**src/rtl/xlate_pkg.sv**
```systemverilog
package xlate_pkg;

  // Walk depth: 0 is the top region table, 4 the page table.
  typedef enum logic [2:0] {
    LV_R1  = 3'd0,
    LV_R2  = 3'd1,
    LV_R3  = 3'd2,
    LV_SEG = 3'd3,
    LV_PG  = 3'd4
  } lvl_e;

  typedef enum logic [3:0] {
    EX_NONE   = 4'd0,
    EX_SIZE   = 4'd1,
    EX_R1_INV = 4'd2,
    EX_R2_INV = 4'd3,
    EX_R3_INV = 4'd4,
    EX_SG_INV = 4'd5,
    EX_PG_INV = 4'd6
  } exc_e;

  // Invalid-entry code for a level: codes follow walk depth.
  function automatic exc_e inv_code(lvl_e l);
    return exc_e'({1'b0, l} + 4'd2);
  endfunction

  // Start depth from the space selector (0 = segment ... 3 = top region).
  function automatic lvl_e start_of(logic [1:0] sel);
    return lvl_e'(3'd3 - {1'b0, sel});
  endfunction

endpackage

```
**src/rtl/xlate_va_fields.sv**
```systemverilog
module xlate_va_fields
  import xlate_pkg::*;
#(
  parameter int RIX_W = 11,
  parameter int SX_W  = 11,
  parameter int PX_W  = 8,
  parameter int BX_W  = 12,
  parameter int IW    = 11
) (
  input  logic [3*RIX_W+SX_W+PX_W+BX_W-1:BX_W] va_hi,
  input  logic [1:0]                           space_sel,
  output logic [4:0][IW-1:0]                   idx_arr,
  output lvl_e                                 start_lvl,
  output logic                                 size_fault
);
  localparam int VA_W = 3*RIX_W + SX_W + PX_W + BX_W;

  logic [2:0] reg_nz;

  // One slice per region level, top table first.
  for (genvar g = 0; g < 3; g++) begin : g_region
    localparam int HI = VA_W - 1 - g*RIX_W;
    assign idx_arr[g] = IW'(va_hi[HI -: RIX_W]);
    assign reg_nz[g]  = |va_hi[HI -: RIX_W];
  end

  assign idx_arr[3] = IW'(va_hi[BX_W+PX_W+SX_W-1 -: SX_W]);
  assign idx_arr[4] = IW'(va_hi[BX_W+PX_W-1 -: PX_W]);

  assign start_lvl = start_of(space_sel);

  // Region indices above the start table must all be zero.
  always_comb begin
    case (space_sel)
      2'd0:    size_fault = |reg_nz;
      2'd1:    size_fault = reg_nz[0] | reg_nz[1];
      2'd2:    size_fault = reg_nz[0];
      default: size_fault = 1'b0;
    endcase
  end

endmodule

```
**src/rtl/xlate_entry_addr.sv**
```systemverilog
module xlate_entry_addr #(
  parameter int ADDR_W = 64,
  parameter int IW     = 11,
  parameter int ESHIFT = 3
) (
  input  logic [ADDR_W-1:0] tbl_origin,
  input  logic [IW-1:0]     tbl_index,
  output logic [ADDR_W-1:0] entry_addr
);
  function automatic logic [ADDR_W-1:0] calc(logic [ADDR_W-1:0] org,
                                             logic [IW-1:0]     idx);
    return org + (ADDR_W'(idx) << ESHIFT);
  endfunction

  assign entry_addr = calc(tbl_origin, tbl_index);

endmodule

```
**src/rtl/xlate_walk_ctrl.sv**
```systemverilog
module xlate_walk_ctrl
  import xlate_pkg::*;
#(
  parameter int ADDR_W = 64,
  parameter int VA_W   = 64,
  parameter int BX_W   = 12,
  parameter int ESHIFT = 3,
  parameter int VLD    = 0
) (
  input  logic              clk,
  input  logic              rst_n,
  input  logic              req_valid,
  output logic              req_ready,
  input  logic [VA_W-1:0]   req_va,
  input  logic [1:0]        req_space_sel,
  input  logic [ADDR_W-1:0] req_origin,
  output logic [VA_W-1:0]   va_q,
  output logic [1:0]        sel_q,
  input  logic              size_fault,
  input  lvl_e              start_lvl,
  output lvl_e              cur_lvl,
  output logic [ADDR_W-1:0] cur_org,
  output logic              mem_rd_en,
  input  logic              mem_rd_valid,
  input  logic [ADDR_W-1:0] mem_rd_data,
  output logic              resp_valid,
  output logic [3:0]        resp_exc,
  output logic [ADDR_W-1:0] resp_ra
);
  localparam logic [ADDR_W-1:0] ORG_MASK = {{(ADDR_W-ESHIFT){1'b1}}, {ESHIFT{1'b0}}};

  typedef enum logic [1:0] {ST_IDLE, ST_CHECK, ST_FETCH, ST_DONE} st_e;
  st_e state;

  exc_e              exc_q;
  logic [ADDR_W-1:0] ra_q;

  // Named internal events.
  logic accept, fetch_done, entry_ok, at_page;
  assign accept     = (state == ST_IDLE) && req_valid;
  assign fetch_done = (state == ST_FETCH) && mem_rd_valid;
  assign entry_ok   = mem_rd_data[VLD];
  assign at_page    = (cur_lvl == LV_PG);

  always_ff @(posedge clk) begin
    if (!rst_n) begin
      state   <= ST_IDLE;
      va_q    <= '0;
      sel_q   <= '0;
      cur_lvl <= LV_R1;
      cur_org <= '0;
      exc_q   <= EX_NONE;
      ra_q    <= '0;
    end else begin
      case (state)
        ST_IDLE: if (accept) begin
          va_q    <= req_va;
          sel_q   <= req_space_sel;
          cur_org <= req_origin & ORG_MASK;
          state   <= ST_CHECK;
        end
        ST_CHECK: begin
          if (size_fault) begin
            exc_q <= EX_SIZE;
            ra_q  <= '0;
            state <= ST_DONE;
          end else begin
            cur_lvl <= start_lvl;
            state   <= ST_FETCH;
          end
        end
        ST_FETCH: if (fetch_done) begin
          if (!entry_ok) begin
            exc_q <= inv_code(cur_lvl);
            ra_q  <= '0;
            state <= ST_DONE;
          end else if (at_page) begin
            exc_q <= EX_NONE;
            ra_q  <= {mem_rd_data[ADDR_W-1:BX_W], va_q[BX_W-1:0]};
            state <= ST_DONE;
          end else begin
            cur_lvl <= lvl_e'(cur_lvl + 3'd1);
            cur_org <= mem_rd_data & ORG_MASK;
          end
        end
        default: state <= ST_IDLE;
      endcase
    end
  end

  assign req_ready  = (state == ST_IDLE);
  assign mem_rd_en  = (state == ST_FETCH);
  assign resp_valid = (state == ST_DONE);
  assign resp_exc   = exc_q;
  assign resp_ra    = ra_q;

  a_r8_ready_low_resp: assert property (@(posedge clk) disable iff (!rst_n)
    resp_valid |-> !req_ready);
  a_r8_resp_pulse: assert property (@(posedge clk) disable iff (!rst_n)
    resp_valid |=> !resp_valid && req_ready);
  a_r8_accept_busy: assert property (@(posedge clk) disable iff (!rst_n)
    accept |=> !req_ready);
  a_r9_hold_req: assert property (@(posedge clk) disable iff (!rst_n)
    mem_rd_en && !mem_rd_valid |=> mem_rd_en);
  a_r3_size_no_read: assert property (@(posedge clk) disable iff (!rst_n)
    (state == ST_CHECK) && size_fault |=> resp_valid && resp_exc == EX_SIZE && !mem_rd_en);
  a_r5_descend: assert property (@(posedge clk) disable iff (!rst_n)
    fetch_done && entry_ok && !at_page |=> mem_rd_en && cur_lvl == lvl_e'($past(cur_lvl) + 3'd1));
  a_r6_invalid_ends: assert property (@(posedge clk) disable iff (!rst_n)
    fetch_done && !entry_ok |=> resp_valid && resp_exc >= 4'd2 && resp_exc <= 4'd6);
  a_r7_byte_kept: assert property (@(posedge clk) disable iff (!rst_n)
    resp_valid && resp_exc == 4'd0 |-> resp_ra[BX_W-1:0] == va_q[BX_W-1:0]);

endmodule

```
**src/rtl/xlate_walker.sv**
```systemverilog
module xlate_walker
  import xlate_pkg::*;
#(
  parameter int ADDR_W = 64,
  parameter int RIX_W  = 11,
  parameter int SX_W   = 11,
  parameter int PX_W   = 8,
  parameter int BX_W   = 12,
  parameter int ESHIFT = 3
) (
  input  logic                                 clk,
  input  logic                                 rst_n,
  input  logic                                 req_valid,
  output logic                                 req_ready,
  input  logic [3*RIX_W+SX_W+PX_W+BX_W-1:0]    req_va,
  input  logic [1:0]                           req_space_sel,
  input  logic [ADDR_W-1:0]                    req_origin,
  output logic                                 mem_rd_en,
  output logic [ADDR_W-1:0]                    mem_rd_addr,
  input  logic                                 mem_rd_valid,
  input  logic [ADDR_W-1:0]                    mem_rd_data,
  output logic                                 resp_valid,
  output logic [3:0]                           resp_exc,
  output logic [ADDR_W-1:0]                    resp_ra
);
  localparam int VA_W = 3*RIX_W + SX_W + PX_W + BX_W;
  localparam int W1   = (RIX_W > SX_W) ? RIX_W : SX_W;
  localparam int IW   = (W1 > PX_W) ? W1 : PX_W;

  logic [VA_W-1:0]   va_q;
  logic [1:0]        sel_q;
  logic [4:0][IW-1:0] idx_arr;
  lvl_e              start_lvl;
  lvl_e              cur_lvl;
  logic              size_fault;
  logic [ADDR_W-1:0] cur_org;
  logic [IW-1:0]     cur_idx;

  xlate_va_fields #(
    .RIX_W(RIX_W), .SX_W(SX_W), .PX_W(PX_W), .BX_W(BX_W), .IW(IW)
  ) u_fields (
    .va_hi      (va_q[VA_W-1:BX_W]),
    .space_sel  (sel_q),
    .idx_arr    (idx_arr),
    .start_lvl  (start_lvl),
    .size_fault (size_fault)
  );

  assign cur_idx = idx_arr[cur_lvl];

  xlate_entry_addr #(
    .ADDR_W(ADDR_W), .IW(IW), .ESHIFT(ESHIFT)
  ) u_eaddr (
    .tbl_origin (cur_org),
    .tbl_index  (cur_idx),
    .entry_addr (mem_rd_addr)
  );

  xlate_walk_ctrl #(
    .ADDR_W(ADDR_W), .VA_W(VA_W), .BX_W(BX_W), .ESHIFT(ESHIFT), .VLD(0)
  ) u_ctrl (
    .clk           (clk),
    .rst_n         (rst_n),
    .req_valid     (req_valid),
    .req_ready     (req_ready),
    .req_va        (req_va),
    .req_space_sel (req_space_sel),
    .req_origin    (req_origin),
    .va_q          (va_q),
    .sel_q         (sel_q),
    .size_fault    (size_fault),
    .start_lvl     (start_lvl),
    .cur_lvl       (cur_lvl),
    .cur_org       (cur_org),
    .mem_rd_en     (mem_rd_en),
    .mem_rd_valid  (mem_rd_valid),
    .mem_rd_data   (mem_rd_data),
    .resp_valid    (resp_valid),
    .resp_exc      (resp_exc),
    .resp_ra       (resp_ra)
  );

  a_r9_addr_stable: assert property (@(posedge clk) disable iff (!rst_n)
    mem_rd_en && !mem_rd_valid |=> $stable(mem_rd_addr));
  a_r10_idle_quiet: assert property (@(posedge clk) disable iff (!rst_n)
    req_ready |-> !mem_rd_en && !resp_valid);

endmodule

```
**config.mk**
```make
export PLATFORM = sky130hd
export DESIGN_NAME = xlate_walker
export DESIGN_NICKNAME = d
export VERILOG_FILES = /design/src/rtl/xlate_pkg.sv /design/src/rtl/xlate_va_fields.sv /design/src/rtl/xlate_entry_addr.sv /design/src/rtl/xlate_walk_ctrl.sv /design/src/rtl/xlate_walker.sv
export SDC_FILE = /design/constraint.sdc
export NUM_CORES = 1
export LEC_CHECK = 0
export CORE_UTILIZATION = 55
export DETAILED_ROUTE_END_ITERATION = 8
export DONT_BUFFER_PORTS = 1
export GPL_TIMING_DRIVEN = 0
export HOLD_SLACK_MARGIN = 0.06
export PLACE_DENSITY = 0.73
export SLEW_MARGIN = 20
export SYNTH_ARGS = -nofsm -noshare
export SYNTH_HDL_FRONTEND = slang
export SYNTH_SLANG_ARGS = --single-unit
```
**constraint.sdc**
```tcl
create_clock -name clk -period 4.2 [get_ports clk]
set_input_delay 0.84 -clock clk [delete_from_list [all_inputs] [get_ports clk]]
set_output_delay 0.84 -clock clk [all_outputs]
set_load 0.01 [all_outputs]
```
**Yosys cells after proc, flatten, opt, wreduce, memory -nomap -nowiden**

Index checks and enable logic that the tools add are counted.

- Logic and storage cells: 69
- Bits in registers: 203

- Equal/unequal tests: 13
- Multiplexer cells: 29
- Order comparisons: 1
- Reduce and logical (&&, ||, !) cells: 14
- Add/sub/neg operators: 4
- Bitwise logic cells: 1

Operator list:

| cell | number |
|---|---|
| $mux W64 | 8 |
| $pmux W64 S2 | 2 |
| $add A64 B14 Y64 | 1 |
| $bmux W11 S3 | 1 |
| $reduce_or A33 Y1 | 1 |
| $reduce_or A11 Y1 | 2 |
| $mux W4 | 4 |
| $mux W3 | 4 |
| $mux W11 | 1 |
| $reduce_and A5 Y1 | 2 |
| $mux W2 | 4 |
| $pmux W4 S2 | 1 |
| $eq A2 B2 Y1 const B | 3 |
| $ne A2 B1 Y1 const B | 3 |
| $ne A2 B2 Y1 const B | 3 |
| $pmux W2 S3 | 1 |
| $pmux W3 S2 | 1 |
| $add A3 B2 Y4 const B | 1 |
| $eq A2 B1 Y1 const B | 2 |
| $logic_not A2 Y1 | 2 |
| $lt A3 B4 Y1 const B | 1 |
| $reduce_and A4 Y1 | 1 |
| $reduce_bool A2 Y1 | 2 |
| $add A3 B1 Y3 const B | 1 |
| 9 further kinds | 10 |

**Logic depth before layout (Yosys ltp)**

Gate-level depths: netlist of run 1.

- Word-level depth: 5
- Mapped depth: 14
- Gate-level depth less buffers: 12

**Modules after synthesis**

Synthesis of run 1 repeated with hierarchy kept, for this count alone.

- Cell total of the unflattened synthesis: 1347
- Area, all modules: 11421.0 sq um

Modules (own cells, without submodules):

| module | times used | seq. area each (sq um) | area an instance (sq um) | cells each |
|---|---|---|---|---|
| xlate_walk_ctrl | 1 | 4003.8 | 8674.6 | 984 |
| xlate_entry_addr | 1 | 0.0 | 1764.2 | 235 |
| xlate_va_fields | 1 | 0.0 | 514.2 | 74 |
| xlate_walker | 1 | 0.0 | 467.9 | 54 |

**Worst setup path before layout of run 1**

Ideal clock, no wire load.

- Path kind: reg-to-output
- Start point: register u_ctrl.cur_lvl[0]
- End point: output port mem_rd_addr[24]
- Arrival time: 3.106 ns
- Stages on the path, launching flop included: 12
- Buffers on the path: 1
- Required time: 3.360 ns
- Slack: 0.254 ns
- Path through: dfxtp_1 > buf_2 > mux4_2 > inv_1 > o21ai_0 > ha_1 > a21oi_1 > nand4b_1 > a21oi_1 > o21bai_2 > a2111oi_0 > xor2_1

- Cells in the longest elaborated chain, start to end: 3

Ends and longest elaborated chain:

| item | RTL line | source |
|---|---|---|
| from (decl) | xlate_walk_ctrl.sv:21 | `output lvl_e cur_lvl,` |
| from (signal assigned) | xlate_walk_ctrl.sv:68 | `cur_lvl <= start_lvl;` |
| from (signal assigned) | xlate_walk_ctrl.sv:82 | `cur_lvl <= lvl_e'(cur_lvl + 3'd1);` |
| $bmux W11 S3 | xlate_walker.sv:49 | `assign cur_idx = idx_arr[cur_lvl];` |
| $mux W11 (not written as such) | xlate_walker.sv:49 |  |
| $add A64 B14 Y64 | xlate_entry_addr.sv:12 | `return org + (ADDR_W'(idx) << ESHIFT);` |
| to (decl) | xlate_walker.sv:19 | `output logic [ADDR_W-1:0] mem_rd_addr,` |

No other way between the ends. The select of a mux whose other input is x is not followed.

**Final worst setup path of run 1**

- Start point: register u_ctrl.cur_lvl[0]
- End point: output port mem_rd_addr[17]

Same word-level chain as after synthesis.

==> results.toml, run 1 <==
[setup_path]
critPathLaunchType = "register"
critical_path_class = "reg -> out"
setup.worst_path.end_class = "output pin"
cp.required_ns = 3.36
r2r_end = "u_ctrl.cur_org[36]"
critPathMaxFanout = 6
rrSetupSlack_ns = 0.74
crit_arrival_ns = 3.45
r2r-start = "u_ctrl.state[0]"
reg2reg_depth = 9

[min_path]
hold_class = "reg -> reg"
worstHoldStart = "u_ctrl.va_q[11]"
min_path_cells = 2
holdPathEnd = "u_ctrl.va_q[11]"

[floorplanning]
core-area_um2 = 18000
num_io_pins = 333
die_h_um = 137
initial_core_util_pct = 56.1
die_area_um2 = 18900
dieWidth_um = 137
rows = 49

[logic_synthesis]
syn_avg_cell_area_um2 = 8.97
synthCells = 1123
ys_async_sr_fraction_pct = 0
synth_seq_cells = 200
synthFlopType = "dfxtp_1"
synth-seq-area-share_pct = 39.7
synthDistinctLibCells = 58
synth-edff-count = 0
yosys_warnings = 0
syn-cell-area_um2 = 10100

[timing]
rsz0062_at_grt = "true"
clock_skew_ns = 0.00873
period_share_pct = 102
hold_viol = 0
max_freq_ghz = 0.233
tns_ns = -0.434
slew_headroom_pct = 25.3
report.final.slew_viol_count = 0
tightest_slew_ns = 1.11
setup_slack_ns = -0.0944
whs_ns = 0.465
min_period_ns = 4.29
finalSetupViolCount = 11

[cts]
clock_latency_ns = 0.44
cts_made_buffers = 17
cts-root-buf = "clkbuf_16"
htree_levels = 4
clockBufferDepth = 2
cts_tree = "done"
cts_sinks = 200
clk_pin_slew_ns = 0.08

[final_layout]
drive_above_1_share_pct = 17.1
fin_nets = 1391
fillCellCount = 1444
syn_to_final_growth_pct = 20.0
fin_area_um2 = 12100

[grt]
antenna_found_initial = 0
grt_max_degree = 20
grt_pass1_wl_um = 43000
grt.total_usage_pct = 30.3
first_global_vias = 8136
grt.overflow.total = 0

[detailed_routing]
num_vias = 8648
ant_nets = 0
firstDrtPassIters = 6
drtIter0Drc = 564
avgViaCountPerCell = 6.10
wirelength_um = 29800
routedWlPerCell_um = 21.0
drcViolationCount = 0

[power_and_ir_drop]
p_leak_nw = 5.06
peakVddDrop_v = 0.000473
power_density_nw_per_um2 = 646

[placed_design]
gp_congestion = 0.888
dp_hpwl_um = 21600
place_area_um2 = 10400
portBuffers = 0
pre_cts_slack_ns = -0.522

[run]
drv_cap = 0

[run_status]
violations = "negative setup slack"
status = "finished with violations"
==> cell usage after synthesis (2+ instances only) <==
cell,count,share of area [%]
and3_1,10,0.62
a22oi_1,64,4.8
a21boi_1,3,0.22
buf_2,11,0.55
a21oi_1,16,0.79
a211oi_1,5,0.37
inv_1,17,0.63
a21o_1,4,0.30
nand4_1,13,0.81
nor2_1,14,0.52
o21a_1,2,0.15
nand2_1,237,8.8
nand4b_1,3,0.26
mux2i_1,64,6.4
buf_1,4,0.15
a21boi_0,69,5.1
o21ai_0,15,0.74
nor3_1,16,0.79
clkbuf_1,60,2.2
ha_1,18,2.2
nor4_1,6,0.37
nand3_1,26,1.3
buf_4,7,0.52
and4_1,5,0.43
xor2_1,26,2.3
and2_1,4,0.25
dfxtp_1,200,40
nor2b_1,71,4.4
mux4_2,11,2.5
xnor2_1,32,2.8
o211a_1,63,6.3
==> sequential cells by signal (all words and copies together) (netlist names) <==
signal and flops:
u_ctrl.cur_lvl 3, u_ctrl.cur_org 61, u_ctrl.state 2, u_ctrl.resp_ra 64
u_ctrl.sel_q 2, u_ctrl.va_q 64, u_ctrl.resp_exc 4
==> worst max path at each step <==
| stage | slack (ns) | cells past startpoint | startpoint | end |
|---|---|---|---|---|
| 2_1_floorplan | 0.25 | 11 | u_ctrl.cur_lvl[0] | mem_rd_addr[24] |
| 3_3_place_gp | -0.48 | 12 | u_ctrl.cur_lvl[1] | mem_rd_addr[43] |
| 3_5_place_dp | -0.52 | 12 | u_ctrl.cur_lvl[1] | mem_rd_addr[43] |
| 4_1_cts | -0.05 | 13 | u_ctrl.cur_lvl[0] | mem_rd_addr[11] |
| 5_1_grt | -0.18 | 14 | u_ctrl.cur_lvl[0] | mem_rd_addr[17] |
| 6_report | -0.09 | 14 | u_ctrl.cur_lvl[0] | mem_rd_addr[17] |
==> area by class of cell <==
| type | count | area [um^2] | area share, % |
|---|---|---|---|
| Buffer | 81 | 380 | 3.15 |
| Clock inverter | 13 | 134 | 1.11 |
| Multi-Input combinational cell | 826 | 6450 | 53.4 |
| Sequential cell | 200 | 4010 | 33.1 |
| Timing Repair Buffer | 31 | 320 | 2.65 |
| Clock buffer | 19 | 443 | 3.66 |
| Inverter | 17 | 63.8 | 0.528 |
| Tap cell | 229 | 287 | 2.37 |
| Antenna cell | 1 | 2.50 | 0.0207 |
==> power by group <==
| part | switching, mW | internal (mW) | total, mW |
|---|---|---|---|
| Clock | 0.817 | 0.808 | 1.63 |
| Combinational | 1.96 | 1.35 | 3.31 |
| Sequential | 0.544 | 2.33 | 2.87 |
| Total | 3.32 | 4.49 | 7.81 |
==> per-layer routing <==
metal,wire length [um],up-vias,track usage (%),part of all wire [%]
met5,0,-,0,0
met4,710,0,10.4,2.4
met3,2680,59,8.50,9.0
met2,14600,386,52.4,49
met1,11800,4161,35.7,40
li1,-,4042,-,-
==> repair_timing <==
item	CTS	global route
hold buffers	0	0
pin swaps	52	38
buffers inserted	23	8
gates cloned	2	0
setup endpoints to repair	55	51
gates resized for setup	130	35
==> per-stage QoR <==
stage | std cells | power, mW | utilization [%]
2_1_floorplan | 1125 | 4.87 | -
3_3_place_gp | 1354 | 5.62 | 57.7
3_5_place_dp | 1354 | 5.67 | 57.7
4_1_cts | 1409 | 7.66 | 65.9
5_1_grt | 1416 | 8.23 | 67.3
6_report | 1417 | 7.81 | 67.3
==> worst max-delay path, stage by stage (launching register included) <==
cell and delay, ns:
dfxtp_4 0.39, buf_12 0.12, mux4_2 0.50, inv_2 0.07
o21ai_2 0.05, ha_2 0.20, fa_2 0.37, a211oi_2 0.25
nor2_2 0.09, a21oi_4 0.26, a21oi_4 0.12, buf_8 0.17
buf_6 0.13, buf_6 0.13, xnor2_4 0.18
==> layout by cell type, fill, tap and decap left out, types with 14 or more instances in the layout <==
cell type	n
nand2_1	236
dfxtp_1	198
nor2b_1	69
a21boi_0	69
a22oi_1	64
mux2i_1	64
o211a_1	63
clkbuf_1	58
buf_4	28
nand3_1	22
xnor2_2	22
clkbuf_16	17
xor2_2	16
inv_1	14
==> cell families (layout without fill, tap and decap cells) <==
logic type,count (synthesis),after routing,synth area share [%]
other,1,4,0.0372
adders and majority gates,19,19,2.43
DFF,200,200,39.7
muxes,75,75,8.82
buffers and inverters,99,161,4.08
AOI/OAI and AO/OA,254,254,20.1
and+or+nand+nor,417,417,19.8
xor gates and xnor gates,58,58,5.04
Note: power is estimated with default switching activity, not from simulation.
==> run 2, diff against run 1 <==
--- a/config.mk
+++ b/config.mk
@@ -5,13 +5,14 @@
 export SDC_FILE = /design/constraint.sdc
 export NUM_CORES = 1
 export LEC_CHECK = 0
+export CORE_ASPECT_RATIO = 1.75
 export CORE_UTILIZATION = 55
 export DETAILED_ROUTE_END_ITERATION = 8
 export DONT_BUFFER_PORTS = 1
 export GPL_TIMING_DRIVEN = 0
 export HOLD_SLACK_MARGIN = 0.06
 export PLACE_DENSITY = 0.73
-export SLEW_MARGIN = 20
+export SLEW_MARGIN = 25
 export SYNTH_ARGS = -nofsm -noshare
 export SYNTH_HDL_FRONTEND = slang
 export SYNTH_SLANG_ARGS = --single-unit
==> constraint.sdc (replaced) <==
create_clock -name clk -period 4.9 [get_ports clk]
set_input_delay 0.98 -clock clk [delete_from_list [all_inputs] [get_ports clk]]
set_output_delay 0.98 -clock clk [all_outputs]
set_load 0.01 [all_outputs]
==> run 2 against run 1 <==
  * The flow now finishes without violations
  * Total power fell by 19%
  * Clock power fell by 13%
  * First-iteration DRC count fell by 35%
  * Sequential power fell by 16%
  * Largest power group unchanged
  * Worst setup slack improved by 0.30 ns
  * Clock skew up 0.00081 ns
  * Combinational power shrank 24%
  * Non-clock buffer count shrank 25
  * Largest cell class unchanged
==> results.toml, run 2 (synthesized netlist as in run 1, its figures left out) <==
[setup_path]
cp_slowest_stage_delay_ns = 0.51
critical_path_class = "reg -> out"
critPathLaunchType = "register"
crit_arrival_ns = 3.72
critPathTopFamily = "compound AO/OA/AOI/OAI gates"
cp.depth = 12
setup.worst_path.end_class = "output pin"
slowest_stage = "mux4_2"
crit_buf_inv = 3
cp.required_ns = 3.92
path_cells = "buf_6 > mux4_2 > inv_1 > o21ai_0 > ha_1 > a21o_1 > a21oi_1 > a21oi_4 > o311a_1 > buf_2 > and4_1 > xor2_1"
critPathMaxFanout = 10
reg2reg_depth = 9

[timing]
rsz0062_at_grt = "false"
finalSetupViolCount = 0
tns_ns = 0
period_share_pct = 95.9
report.final.slew_viol_count = 0
clock_skew_ns = 0.00954
tightest_slew_ns = 0.941
max_freq_ghz = 0.213
min_period_ns = 4.70
hold_viol = 0
slew_headroom_pct = 36.9
setup_slack_ns = 0.203

[grt]
antenna_found_initial = 1
grt_pass1_wl_um = 45700
grt.total_usage_pct = 31.7
first_global_vias = 8408
grt.overflow.total = 0
grt_max_degree = 20

[placed_design]
gp_congestion = 0.943
dp_hpwl_um = 24200
pre_cts_slack_ns = -0.00626
dp.cells = 1359
portBuffers = 0

[cts]
clk_pin_slew_ns = 0.08
cts_tree = "done"
cts-root-buf = "clkbuf_16"
cts_made_buffers = 17
clock_latency_ns = 0.44
clockBufferDepth = 2
htree_levels = 4
cts_sinks = 200

[final_layout]
diodes = 0
final_core_util_pct = 61.9
fin_nets = 1366
drive_above_1_share_pct = 8.09
final_cell_mix = "237 x nand2_1, 198 x dfxtp_1, 71 x nor2b_1"
syn_to_final_growth_pct = 10.4
layout.cells.most_common = "nand2_1"
final_cells = 1396

[power_and_ir_drop]
p_leak_nw = 4.56
power_density_nw_per_um2 = 570
peakVddDrop_v = 0.000297

[detailed_routing]
firstDrtPassIters = 7
drtIter0Drc = 365
routedWlPerCell_um = 21.6
ant_nets = 0
drcViolationCount = 0
wirelength_um = 30200
num_vias = 8388
avgViaCountPerCell = 6.01

[floorplanning]
dieWidth_um = 104
die_area_um2 = 18900
core-area_um2 = 18000
initial_core_util_pct = 56.1
num_io_pins = 333
rows = 65
die_h_um = 181

[run]
drv_cap = 0

[min_path]
min_path_cells = 2
hold_class = "reg -> reg"

[run_status]
status = "finished, final reports clean"
-- run 2: cell types whose count changed in the layout (fill, tap and decap cells not counted), moves of 7 or more --
cell     change
xor2_1      +17
nor3_4       -9
xnor2_1     +19
ha_1         +7
xnor2_2     -16
buf_4       -17
o21ai_0      +8
nor3_1       +8
xor2_2      -15
-- run 2: layout make-up --
type | count | area, um^2
repair buffers | 5 | 50.0
well taps | 234 | 293
multi-input cells | 826 | 5770
fillers | 1602 | 6840
clock inverters | 14 | 164
inverters | 17 | 63.8
plain buffers | 82 | 358
flip-flops and latches | 200 | 4010
clock buffers | 18 | 429
-- run 2: through the flow --
step           instance area, um^2  total power [mW]  hold slack, ns
2_1_floorplan                10100              4.18           0.440
3_3_place_gp                 10400              4.86           0.450
5_1_grt                      11100              6.69           0.488
6_report                     11100              6.35           0.464
3_5_place_dp                 10400              4.92           0.458
4_1_cts                      11100              6.35           0.468
-- run 2: where the power goes --
part	leakage, nW	switching (mW)	internal [mW]
Sequential	1.64	0.412	2.00
Combinational	2.64	1.60	0.916
Clock	0.283	0.692	0.728
Total	4.56	2.71	3.64
-- run 2: per-layer routing --
metal | wire length, um | share of wire (%) | global-route usage, %
met5 | 0 | 0 | 0
met4 | 1800 | 6.0 | 20.2
met3 | 2150 | 7.1 | 8.01
met2 | 16300 | 54 | 60.2
met1 | 9960 | 33 | 29.4
-- run 2: final timing paths --
| check | end | slack, ns | start |
|---|---|---|---|
| max reg2reg | u_ctrl.cur_org[43] | 1.72 | u_ctrl.state[0] |
| max | mem_rd_addr[40] | 0.20 | u_ctrl.cur_lvl[0] |
| min | u_ctrl.va_q[18] | 0.46 | u_ctrl.va_q[18] |
| min reg2reg | u_ctrl.va_q[18] | 0.46 | u_ctrl.va_q[18] |
-- run 2: tightest hold or removal path: cells and delay by family (launching register included) --
family          cells  cell delay [ns]
compound gates      1             0.06
flops               1             0.31
simple gates        1             0.05
-- run 2: repair_timing --
| item | 4_1_cts | 5_1_grt |
|---|---|---|
| hold buffers | 0 | 0 |
| resized for setup | 14 | 9 |
| setup buffers | 4 | 1 |
| pin swaps | 2 | 4 |
| setup endpoints to repair | 46 | 43 |
==> run 3, diff against run 2 <==
--- a/config.mk
+++ b/config.mk
@@ -7,6 +7,7 @@
 export LEC_CHECK = 0
 export CORE_ASPECT_RATIO = 1.75
 export CORE_UTILIZATION = 55
+export CTS_BUF_LIST = sky130_fd_sc_hd__clkbuf_16
 export DETAILED_ROUTE_END_ITERATION = 8
 export DONT_BUFFER_PORTS = 1
 export GPL_TIMING_DRIVEN = 0
==> constraint.sdc (replaced) <==
create_clock -name clk -period 6 [get_ports clk]
set_input_delay 1.2 -clock clk [delete_from_list [all_inputs] [get_ports clk]]
set_output_delay 1.2 -clock clk [all_outputs]
set_load 0.01 [all_outputs]
==> run 3 against run 2 <==
  * Sequential cell count is the same
  * Worst setup slack gained 0.18 ns
  * Clock skew rose by 0.0019 ns
  * Highest routed layer unchanged
  * Largest cell class unchanged
  * Clock power down 19%
  * Register-to-register slack gained 1.1 ns
  * Largest power group unchanged
==> results.toml, run 3 (synthesized netlist as in run 1, its figures left out) <==
[run_status]
status = "finished, final reports clean"

[floorplanning]
core-area_um2 = 18000
num_io_pins = 333
die_area_um2 = 18900
die_h_um = 181
rows = 65
dieWidth_um = 104
initial_core_util_pct = 56.1

[cts]
post_cts_buffers = 0
cts_sinks = 200
clock_latency_ns = 0.43
cts_tree = "done"
cts-root-buf = "clkbuf_16"
cts_made_buffers = 17
cts_resized = 0
cts-hold-fix-buffers = 0
clockBufferDepth = 2
htree_levels = 4
clk_pin_slew_ns = 0.07

[detailed_routing]
ant_nets = 0
drcViolationCount = 0
avgViaCountPerCell = 5.99
routedWlPerCell_um = 21.6
firstDrtPassIters = 5
drtIter0Drc = 321
num_vias = 8331
wirelength_um = 30100

[timing]
period_share_pct = 93.6
max_freq_ghz = 0.178
min_period_ns = 5.61
clock_skew_ns = 0.0115
tns_ns = 0
report.final.slew_viol_count = 0
slew_headroom_pct = 36.1
setup_slack_ns = 0.385
hold_viol = 0
tightest_slew_ns = 0.957
rsz0062_at_grt = "false"
finalSetupViolCount = 0

[grt]
grt.total_usage_pct = 31.5
grt_pass1_wl_um = 45400
antenna_found_initial = 1
first_global_vias = 8318
grt.overflow.total = 0
grt_max_degree = 20

[placed_design]
pre_cts_slack_ns = 0.874
gp_congestion = 0.943
dp_hpwl_um = 24200
portBuffers = 0

[setup_path]
critPathLaunchType = "register"
critical_path_class = "reg -> out"
cp.required_ns = 4.80
setup.worst_path.end_class = "output pin"
critPathMaxFanout = 10
crit_arrival_ns = 4.41

[power_and_ir_drop]
power_density_nw_per_um2 = 470
peakVddDrop_v = 0.000242
p_leak_nw = 4.47

[run]
drv_cap = 0

[final_layout]
diodes = 0
layout.cells.most_common = "nand2_1"
syn_to_final_growth_pct = 8.91
fin_nets = 1361
drive_above_1_share_pct = 6.40
final_cell_mix = "237 x nand2_1, 200 x dfxtp_1, 71 x nor2b_1"

[min_path]
hold_class = "reg -> reg"
## run 3: cell count changes in the layout (fill, tap and decap cells not counted), moves of 2 or more
cell     change
xnor2_1      +6
xnor2_2      -6
a21oi_1      +4
buf_4        -4
a21oi_2      -3
buf_2        +2
dfxtp_1      +2
dfxtp_2      -2
o21ai_0      +2
o21ai_1      -2
## run 3: layer usage
metal  track usage, %  up-vias  routed length [um]
met1             29.2     3913               10000
met2             59.7      341               16300
met4             20.1        0                1700
met5                0        -                   0
li1                 -     3993                   -
met3             8.37       84                2060
## run 3: metrics by stage
stage | instances | instance area, um^2 | power, mW | hold slack, ns | util, %
floorplan | 1125 | 10100 | 3.41 | 0.440 | -
global placement | 1359 | 10400 | 3.97 | 0.450 | 57.7
detailed placement | 1359 | 10400 | 4.01 | 0.458 | 57.8
CTS | 1391 | 11000 | 5.16 | 0.468 | 61.1
global route | 1391 | 11000 | 5.43 | 0.488 | 61.1
finish | 1391 | 11000 | 5.15 | 0.464 | 61.1
## run 3: final cells by class
cell class                 count  area [um^2]
sequential                   200         4000
tap                          234          293
clock buffer                  17          425
clock inverter                15          168
inverter                      17         63.8
buffer                        82          348
fill                        1622         7000
multi-input combinational    826         5670
## run 3: power breakdown
group          total [mW]  leakage, nW  switching (mW)  internal [mW]
clock network        1.15        0.287           0.561          0.593
registers            1.96         1.64           0.327           1.63
logic                2.04         2.55            1.31          0.734
## run 3: worst max-delay path, cell delays in order, from the launching register on
cell,delay [ns]
dfxtp_1,0.48
clkbuf_1,0.51
mux4_2,0.44
inv_1,0.08
o21ai_0,0.10
ha_1,0.39
and2_2,0.21
and3_1,0.16
a21oi_1,0.18
a21oi_1,0.55
buf_2,0.37
nand4_1,0.17
xnor2_1,0.35
## run 3: final timing paths
kind | startpoint | to | slack [ns] | cells after the start
setup / recovery | u_ctrl.cur_lvl[1] | mem_rd_addr[47] | 0.39 | 12
hold / removal | u_ctrl.va_q[18] | u_ctrl.va_q[18] | 0.46 | 2
setup reg to reg | u_ctrl.state[0] | u_ctrl.cur_org[43] | 2.81 | 9
hold reg to reg | u_ctrl.va_q[18] | u_ctrl.va_q[18] | 0.46 | 2
